`src/rtl/ppio_pkg.sv`:
```
package ppio_pkg;
  typedef enum logic {BANK_A = 1'b0, BANK_B = 1'b1} bank_e;

  function automatic bank_e flip_bank(bank_e b);
    return (b == BANK_A) ? BANK_B : BANK_A;
  endfunction
endpackage

```
`src/rtl/ppio_bank.sv`:
```
module ppio_bank #(
  parameter int DEPTH = 16,
  parameter int DW    = 16
) (
  input  logic                      clk,
  input  logic                      rst_n,
  input  logic [DEPTH-1:0]          ld_en,
  input  logic [DEPTH-1:0][DW-1:0]  ld_data,
  output logic [DEPTH-1:0][DW-1:0]  q
);
  // one storage word per entry, each with its own load enable
  always_ff @(posedge clk or negedge rst_n) begin
    if (!rst_n) begin
      q <= '0;
    end else begin
      for (int i = 0; i < DEPTH; i++) begin
        if (ld_en[i]) q[i] <= ld_data[i];
      end
    end
  end
endmodule

```
`src/rtl/ppio_defer.sv`:
```
module ppio_defer #(
  parameter int DEPTH = 16,
  parameter int DW    = 16,
  parameter int AW    = 4
) (
  input  logic                      clk,
  input  logic                      rst_n,
  input  logic                      cap_en,
  input  logic [AW-1:0]             cap_addr,
  input  logic [DW-1:0]             cap_data,
  input  logic                      drain,
  output logic [DEPTH-1:0]          pend_vld,
  output logic [DEPTH-1:0][DW-1:0]  pend_data
);
  logic [DEPTH-1:0] vld_nxt;

  always_comb begin
    vld_nxt = pend_vld;
    if (drain) vld_nxt = '0;
    else if (cap_en) vld_nxt[cap_addr] = 1'b1;
  end

  always_ff @(posedge clk or negedge rst_n) begin
    if (!rst_n) begin
      pend_vld  <= '0;
      pend_data <= '0;
    end else begin
      pend_vld <= vld_nxt;
      if (cap_en) pend_data[cap_addr] <= cap_data;
    end
  end
endmodule

```
`src/rtl/ppio_swap_ctrl.sv`:
```
module ppio_swap_ctrl
  import ppio_pkg::*;
#(
  parameter int DEPTH = 16,
  parameter int RW    = 4,
  parameter int AW    = 4,
  parameter int VER_W = 8,
  parameter int TS_W  = 32,
  localparam int NREG = DEPTH / RW,
  localparam int RSH  = $clog2(RW)
) (
  input  logic             clk,
  input  logic             rst_n,
  input  logic             boundary,
  input  logic             inwin_wr,
  input  logic             bnd_wr,
  input  logic [AW-1:0]    wr_addr,
  input  logic [DEPTH-1:0] pend_vld,
  input  logic [TS_W-1:0]  tstamp_in,
  output bank_e            pub_bank,
  output logic [NREG-1:0]  dirty,
  output logic [VER_W-1:0] version,
  output logic [TS_W-1:0]  tstamp
);
  logic [NREG-1:0]  dirty_nxt;
  logic [VER_W-1:0] version_nxt;

  always_comb begin
    dirty_nxt = dirty;
    if (boundary) begin
      // new cycle: regions touched by carried-over writes start dirty
      dirty_nxt = '0;
      for (int r = 0; r < NREG; r++) begin
        for (int w = 0; w < RW; w++) begin
          if (pend_vld[r*RW + w]) dirty_nxt[r] = 1'b1;
        end
      end
      if (bnd_wr) dirty_nxt[wr_addr[AW-1:RSH]] = 1'b1;
    end else if (inwin_wr) begin
      dirty_nxt[wr_addr[AW-1:RSH]] = 1'b1;
    end
    version_nxt = version + VER_W'(1);
  end

  always_ff @(posedge clk or negedge rst_n) begin
    if (!rst_n) begin
      pub_bank <= BANK_A;
      dirty    <= '0;
      version  <= '0;
      tstamp   <= '0;
    end else begin
      dirty <= dirty_nxt;
      if (boundary) begin
        pub_bank <= flip_bank(pub_bank);
        version  <= version_nxt;
        tstamp   <= tstamp_in;
      end
    end
  end
endmodule

```
`src/rtl/ppio_health.sv`:
```
module ppio_health #(
  parameter int CNT_W      = 8,
  parameter int PERIOD_MAX = 64,
  localparam int CYC_W     = (PERIOD_MAX > 1) ? $clog2(PERIOD_MAX) : 1
) (
  input  logic             clk,
  input  logic             rst_n,
  input  logic             boundary,
  input  logic             late_ev,
  output logic [CNT_W-1:0] late_cnt,
  output logic [CNT_W-1:0] missed_cnt
);
  logic [CYC_W-1:0] run_q;
  logic [CYC_W-1:0] run_d;
  logic             miss_ev;
  logic [CNT_W-1:0] late_d;
  logic [CNT_W-1:0] missed_d;

  always_comb begin
    miss_ev  = !boundary && (run_q == CYC_W'(PERIOD_MAX - 1));
    run_d    = (boundary || miss_ev) ? '0 : run_q + CYC_W'(1);
    late_d   = late_cnt + CNT_W'(1);
    missed_d = missed_cnt + CNT_W'(1);
  end

  always_ff @(posedge clk or negedge rst_n) begin
    if (!rst_n) begin
      run_q      <= '0;
      late_cnt   <= '0;
      missed_cnt <= '0;
    end else begin
      run_q <= run_d;
      if (late_ev) late_cnt   <= late_d;
      if (miss_ev) missed_cnt <= missed_d;
    end
  end
endmodule

```
`src/rtl/ppio_commit_image.sv`:
```
module ppio_commit_image
  import ppio_pkg::*;
#(
  parameter int DEPTH      = 16,
  parameter int DW         = 16,
  parameter int RW         = 4,
  parameter int VER_W      = 8,
  parameter int TS_W       = 32,
  parameter int CNT_W      = 8,
  parameter int PERIOD_MAX = 64,
  localparam int AW        = $clog2(DEPTH),
  localparam int NREG      = DEPTH / RW
) (
  input  logic             clk,
  input  logic             rst_n,
  input  logic             cyc_boundary,
  input  logic             wr_window,
  input  logic [TS_W-1:0]  tstamp_in,
  input  logic             net_wr_en,
  input  logic [AW-1:0]    net_wr_addr,
  input  logic [DW-1:0]    net_wr_data,
  input  logic [AW-1:0]    app_rd_addr,
  output logic [DW-1:0]    app_rd_data,
  output logic [VER_W-1:0] commit_version,
  output logic [TS_W-1:0]  commit_tstamp,
  output logic [CNT_W-1:0] late_wr_count,
  output logic [CNT_W-1:0] missed_commit_count
);
  // reset: asserted at once, released after two clean edges
  logic [1:0] rst_pipe;
  logic       rst_sync_n;

  always_ff @(posedge clk or negedge rst_n) begin
    if (!rst_n) rst_pipe <= 2'b00;
    else        rst_pipe <= {rst_pipe[0], 1'b1};
  end
  assign rst_sync_n = rst_pipe[1];

  // write classification
  logic inwin_wr;
  logic bnd_wr;
  logic defer_wr;
  logic late_ev;

  assign inwin_wr = net_wr_en && wr_window && !cyc_boundary;
  assign bnd_wr   = net_wr_en && cyc_boundary;
  assign defer_wr = net_wr_en && !wr_window && !cyc_boundary;
  assign late_ev  = bnd_wr || defer_wr;

  bank_e                     pub_bank;
  logic [NREG-1:0]           dirty;
  logic [DEPTH-1:0]          pend_vld;
  logic [DEPTH-1:0][DW-1:0]  pend_data;
  logic [DEPTH-1:0][DW-1:0]  bank_q [2];

  ppio_swap_ctrl #(
    .DEPTH(DEPTH), .RW(RW), .AW(AW), .VER_W(VER_W), .TS_W(TS_W)
  ) u_ctrl (
    .clk       (clk),
    .rst_n     (rst_sync_n),
    .boundary  (cyc_boundary),
    .inwin_wr  (inwin_wr),
    .bnd_wr    (bnd_wr),
    .wr_addr   (net_wr_addr),
    .pend_vld  (pend_vld),
    .tstamp_in (tstamp_in),
    .pub_bank  (pub_bank),
    .dirty     (dirty),
    .version   (commit_version),
    .tstamp    (commit_tstamp)
  );

  ppio_defer #(
    .DEPTH(DEPTH), .DW(DW), .AW(AW)
  ) u_defer (
    .clk       (clk),
    .rst_n     (rst_sync_n),
    .cap_en    (defer_wr),
    .cap_addr  (net_wr_addr),
    .cap_data  (net_wr_data),
    .drain     (cyc_boundary),
    .pend_vld  (pend_vld),
    .pend_data (pend_data)
  );

  ppio_health #(
    .CNT_W(CNT_W), .PERIOD_MAX(PERIOD_MAX)
  ) u_health (
    .clk        (clk),
    .rst_n      (rst_sync_n),
    .boundary   (cyc_boundary),
    .late_ev    (late_ev),
    .late_cnt   (late_wr_count),
    .missed_cnt (missed_commit_count)
  );

  // two banks; per-word load selection depends on each bank's current role
  for (genvar b = 0; b < 2; b++) begin : g_bank
    localparam bank_e SELF = (b == 0) ? BANK_A : BANK_B;
    logic                     is_stage;
    logic [DEPTH-1:0]         ld_en;
    logic [DEPTH-1:0][DW-1:0] ld_data;

    assign is_stage = (pub_bank != SELF);

    always_comb begin
      for (int i = 0; i < DEPTH; i++) begin
        if (cyc_boundary) begin
          // bank leaving publication becomes the new staging image
          ld_en[i] = !is_stage &&
                     ((bnd_wr && (net_wr_addr == AW'(i))) || pend_vld[i] || dirty[i / RW]);
          if (bnd_wr && (net_wr_addr == AW'(i)))
            ld_data[i] = net_wr_data;
          else if (pend_vld[i])
            ld_data[i] = pend_data[i];
          else
            ld_data[i] = bank_q[1-b][i];
        end else begin
          ld_en[i]   = is_stage && inwin_wr && (net_wr_addr == AW'(i));
          ld_data[i] = net_wr_data;
        end
      end
    end

    ppio_bank #(.DEPTH(DEPTH), .DW(DW)) u_bank (
      .clk     (clk),
      .rst_n   (rst_sync_n),
      .ld_en   (ld_en),
      .ld_data (ld_data),
      .q       (bank_q[b])
    );
  end

  assign app_rd_data = (pub_bank == BANK_B) ? bank_q[1][app_rd_addr] : bank_q[0][app_rd_addr];
endmodule

```
`config.mk`:
```
export PLATFORM = sky130hd
export DESIGN_NAME = ppio_commit_image
export DESIGN_NICKNAME = d
export VERILOG_FILES = /design/src/rtl/ppio_pkg.sv /design/src/rtl/ppio_bank.sv /design/src/rtl/ppio_defer.sv /design/src/rtl/ppio_swap_ctrl.sv /design/src/rtl/ppio_health.sv /design/src/rtl/ppio_commit_image.sv
export SDC_FILE = /design/constraint.sdc
export NUM_CORES = 2
export LEC_CHECK = 0
export BUFFER_PORTS_ARGS = -buffer_cell sky130_fd_sc_hd__buf_4
export CAP_MARGIN = 0
export CORE_MARGIN = 2
export CORE_UTILIZATION = 60
export CTS_CLUSTER_DIAMETER = 200
export DETAILED_ROUTE_END_ITERATION = 16
export MAX_ROUTING_LAYER = met4
export PLACE_DENSITY = 0.75
export SETUP_SLACK_MARGIN = 0.2
export SYNTH_ARGS = -nofsm -noshare
export SYNTH_HDL_FRONTEND = slang
export SYNTH_HIERARCHICAL = 1
export SYNTH_SLANG_ARGS = --single-unit
```
`constraint.sdc`:
```
create_clock -name clk -period 29.3 [get_ports clk]
set_clock_uncertainty 0.1 [all_clocks]
set_input_delay 2.93 -clock clk [delete_from_list [all_inputs] [get_ports clk]]
set_output_delay 2.93 -clock clk [all_outputs]
set_load 0.05 [all_outputs]
```
==> metrics.txt <==
maxcap violations 1; fraction of the cycle the final worst path needs about a third; number of placement rows slightly above 100; core region area 0.0775 mm^2; Initial Util between 60% and 70%; area overhead of the layout relative to synthesis 8.19%; share of layout cells above drive strength 1 between 20 and 30%; area of the multi-input gates around 0.024 mm^2; final worst path period need 10.18 ns; wire length of the first global-routing pass between 200000 and 250000 um; Chip Width between 200 and 300 um; vertical die dimension ~280 um; final design instance area without fill ~0.05 mm^2; cell mode on critical path buf_4; portion of the post-synthesis area used by sequential elements 45.4%; Post-CTS Setup Inserts 0; number of warning messages in the yosys log 6; Clock Root Buffer clkbuf_16; uppermost layer routed met4; Avg Vias per Cell approximately 6.7; crit-path cells buf_8 -> buf_4 -> buf_4 -> mux2i_1 -> a22o_1 -> nor3_1 -> a31oi_1 -> nand3_1 -> buf_4; combined buffer and inverter count along the critical path 4; remaining global-route overflow 0; remaining routing DRC violations 0; total CTS buffers 90; maximum fanout along the worst path between 80 and 90; antenna violations before repair 4; final-report setup violation count 0; Post-Synthesis Mean Instance Area ~11 um^2; per-cell routed wire length 27.4 um; data required time at the worst endpoint approximately 26 ns; count of clock tree sinks ~850; number of input and output port buffers inserted between 100 and 150; run status finished, violations left; Post-Place Cell Area about 0.048 mm^2; Overall Global Routing Usage 37.2%; Relative slew margins -1.06%; Final Hold Viols 0; upper clock frequency limit a little under 100 MHz; violations in the final reports capacitance limit, slew limit; EDFF count, synth 0; Post-CTS Hold Buffers 0; clock-pin slew reported for the worst setup and hold paths after clock tree synthesis 0.06 ns; Distinct cells, synth between 50 and 60; measured slew at the worst slew-check pin between 1.5 and 2 ns; prevailing post-synth register cell dfrtp_1; final HPWL from detailed placement 93900 um; Final #Nets 4321; Worst Path Arrival a little over 7 ns; post-synthesis register bit count about 850; DIE AREA 0.0806 mm^2; Inst Count DP around 5200; area taken by flip-flops and latches between 0.02 and 0.025 mm^2; via count of the first global-routing pass 34867; synthesized instance count ~4300; detailed-routing iteration count for the pre-antenna-repair pass 9; number of top-level pins between 100 and 150; CTS Buffer Depth 3; share of synthesized registers carrying an async set or reset between 90% and 100%; CTS tree yes; setup repair after global routing missed its margin no; length of routed met2 wiring between 60000 and 70000 um; filler cell count about 6000; syn nets approximately 4400; Static Leak ~22 nW; Placer Congestion between 0.9 and 1; critical path's largest stage delay between 0.9 and 1 ns; worst vdd ir ~0.12 mV; combined area of all synthesized cells about 0.047 mm^2; Vias 35920; post-route met1 wirelength 58900 um; clock insertion delay at the later pin of the skew report between 0.6 and 0.7 ns; CP endpoint kind primary output; ratio of total power to cell area about 91 mW/mm^2; setup TNS 0 ns; DR WL met3 between 15000 and 20000 um; H-tree level count 3; number of nets with antenna violations after detailed routing 0; startpoint types input port; cell type of the slowest stage on the worst timing path buf_4; category of cells accounting for the largest share of critical-path delay buffers and inverters; least setup slack across all paths after layout about 19 ns; type of the worst setup path in2out; Iter 0 DRT Violations around 4000; Final Non-Filler Cells 5370; minimum setup slack after placement between 15 and 20 ns; class of the tightest hold or removal check reg2reg; pin count of the biggest net entering global routing 172; CTS resizes 0; number of pins with negative max-slew slack in the final report 18; total power between 4 and 5 mW; DRT Wirelength ~150000 um
## per-layer routing
layer	up-vias	global-route usage (%)
met1	18210	48.0
met3	412	13.1
met4	0	19.7
met2	1933	51.3
li1	15365	-
met5	-	-
## flip-flops by register name (all words and copies together) (netlist names)
| register | count |
|---|---|
| u_ctrl/version | 8 |
| g_bank.u_bank/q | 512 |
| u_health/run_q | 6 |
| u_health/missed_cnt | 8 |
| u_ctrl/dirty | 4 |
| u_ctrl/tstamp | 32 |
| rst_pipe | 2 |
| u_ctrl/pub_bank | 1 |
| u_defer/pend_data | 256 |
| u_defer/pend_vld | 16 |
| u_health/late_cnt | 8 |
## layout make-up
type / instances / share of cell area, %
clock buffer: 135 / 5.22
sequential: 853 / 42.0
clock inverter: 27 / 0.657
tap: 1040 / 2.56
antenna: 4 / 0.0197
timing repair buffer: 212 / 3.19
inverter: 11 / 0.0812
multi-input combinational: 3088 / 46.3
## through the flow
step / hold WS, ns / util (%)
global placement: 0.234 / 61.8
floorplan: 0.231 / -
finish: 0.252 / 65.6
CTS: 0.260 / 65.6
detailed placement: 0.243 / 61.8
global route: 0.262 / 65.6
## path summary, 6_finish.rpt
path / end / depth (start not counted) / slack (ns) / start
hold reg to reg: rst_pipe[1]$_DFF_PN0_ / 0 / 0.25 / rst_pipe[0]$_DFF_PN0_
setup / recovery: app_rd_data[1] / 9 / 19.12 / app_rd_addr[1]
max in group asynchronous: u_defer/pend_data[121]$_DFFE_PN0P_ / 3 / 25.63 / rst_pipe[1]$_DFF_PN0_
hold / removal: rst_pipe[1]$_DFF_PN0_ / 0 / 0.25 / rst_pipe[0]$_DFF_PN0_
setup reg to reg: u_defer/pend_data[121]$_DFFE_PN0P_ / 3 / 25.63 / rst_pipe[1]$_DFF_PN0_
min in group asynchronous: u_defer/pend_data[168]$_DFFE_PN0P_ / 0 / 0.33 / rst_pipe[1]$_DFF_PN0_
## power by group
part	switching (mW)	leakage, nW	internal, mW
clock network	0.489	1.48	0.678
logic	0.757	9.91	0.658
registers	0.463	10.6	1.60
total	1.71	22.0	2.93
## synth_stat cells, drive strengths merged (2+ instances only)
cell | n | area, um^2
dfrtp | 853 | 21300
mux2 | 803 | 9100
nand2b | 529 | 3310
a31oi | 496 | 3100
nand2 | 297 | 1110
nor2 | 288 | 1110
mux2i | 257 | 2570
buf | 228 | 1850
clkbuf | 150 | 572
a21oi | 103 | 561
a22oi | 64 | 480
nand3 | 42 | 215
o22ai | 33 | 206
a22o | 32 | 280
nor3 | 28 | 180
nand4 | 26 | 178
a211oi | 16 | 120
xor2 | 14 | 123
inv | 11 | 41.3
xnor2 | 11 | 96.3
o21ba | 10 | 100
nor2b | 7 | 43.8
ha | 4 | 50.1
and3 | 3 | 18.8
o41ai | 3 | 26.3
and2 | 2 | 12.5
nand3b | 2 | 27.5
nand4b | 2 | 17.5
nor3b | 2 | 20.0
nor4 | 2 | 33.8
o21ai | 2 | 10.0
o311ai | 2 | 17.5
or2 | 2 | 12.5
or3 | 2 | 12.5
## cell families (layout without fill, tap and decap cells)
family | count (synthesis) | after routing | synth area share, %
AND/OR/NAND/NOR | 1235 | 1235 | 13.4
multiplexers | 1060 | 1060 | 24.8
flip-flops | 853 | 853 | 45.4
AO/OA/AOI/OAI | 763 | 763 | 10.5
buffers and inverters | 389 | 385 | 5.25
XOR/XNOR | 25 | 25 | 0.466
adder cells (fa/ha/maj) | 4 | 4 | 0.107
other | 1 | 5 | 0.00798
## placed cells by master, fill, tap and decap left out, types with 8 or more instances in the layout
cell type  count
a211oi_1      16
a21oi_1       87
a21oi_4       15
a22o_1        32
a22oi_1       64
a31oi_1      496
buf_4        209
clkbuf_1      22
clkbuf_16     90
clkbuf_8      23
clkinv_2      14
dfrtp_1      852
inv_1         10
mux2_2       787
mux2_4        15
mux2i_1      257
nand2_1      297
nand2b_1     529
nand3_1       41
nand4_1       25
nor2_1       278
nor2_2         9
nor3_1        20
nor3_2         8
o21ba_2       10
o22ai_2       32
xnor2_1       11
xor2_1        14
Note: power is estimated with default switching activity, not from simulation.
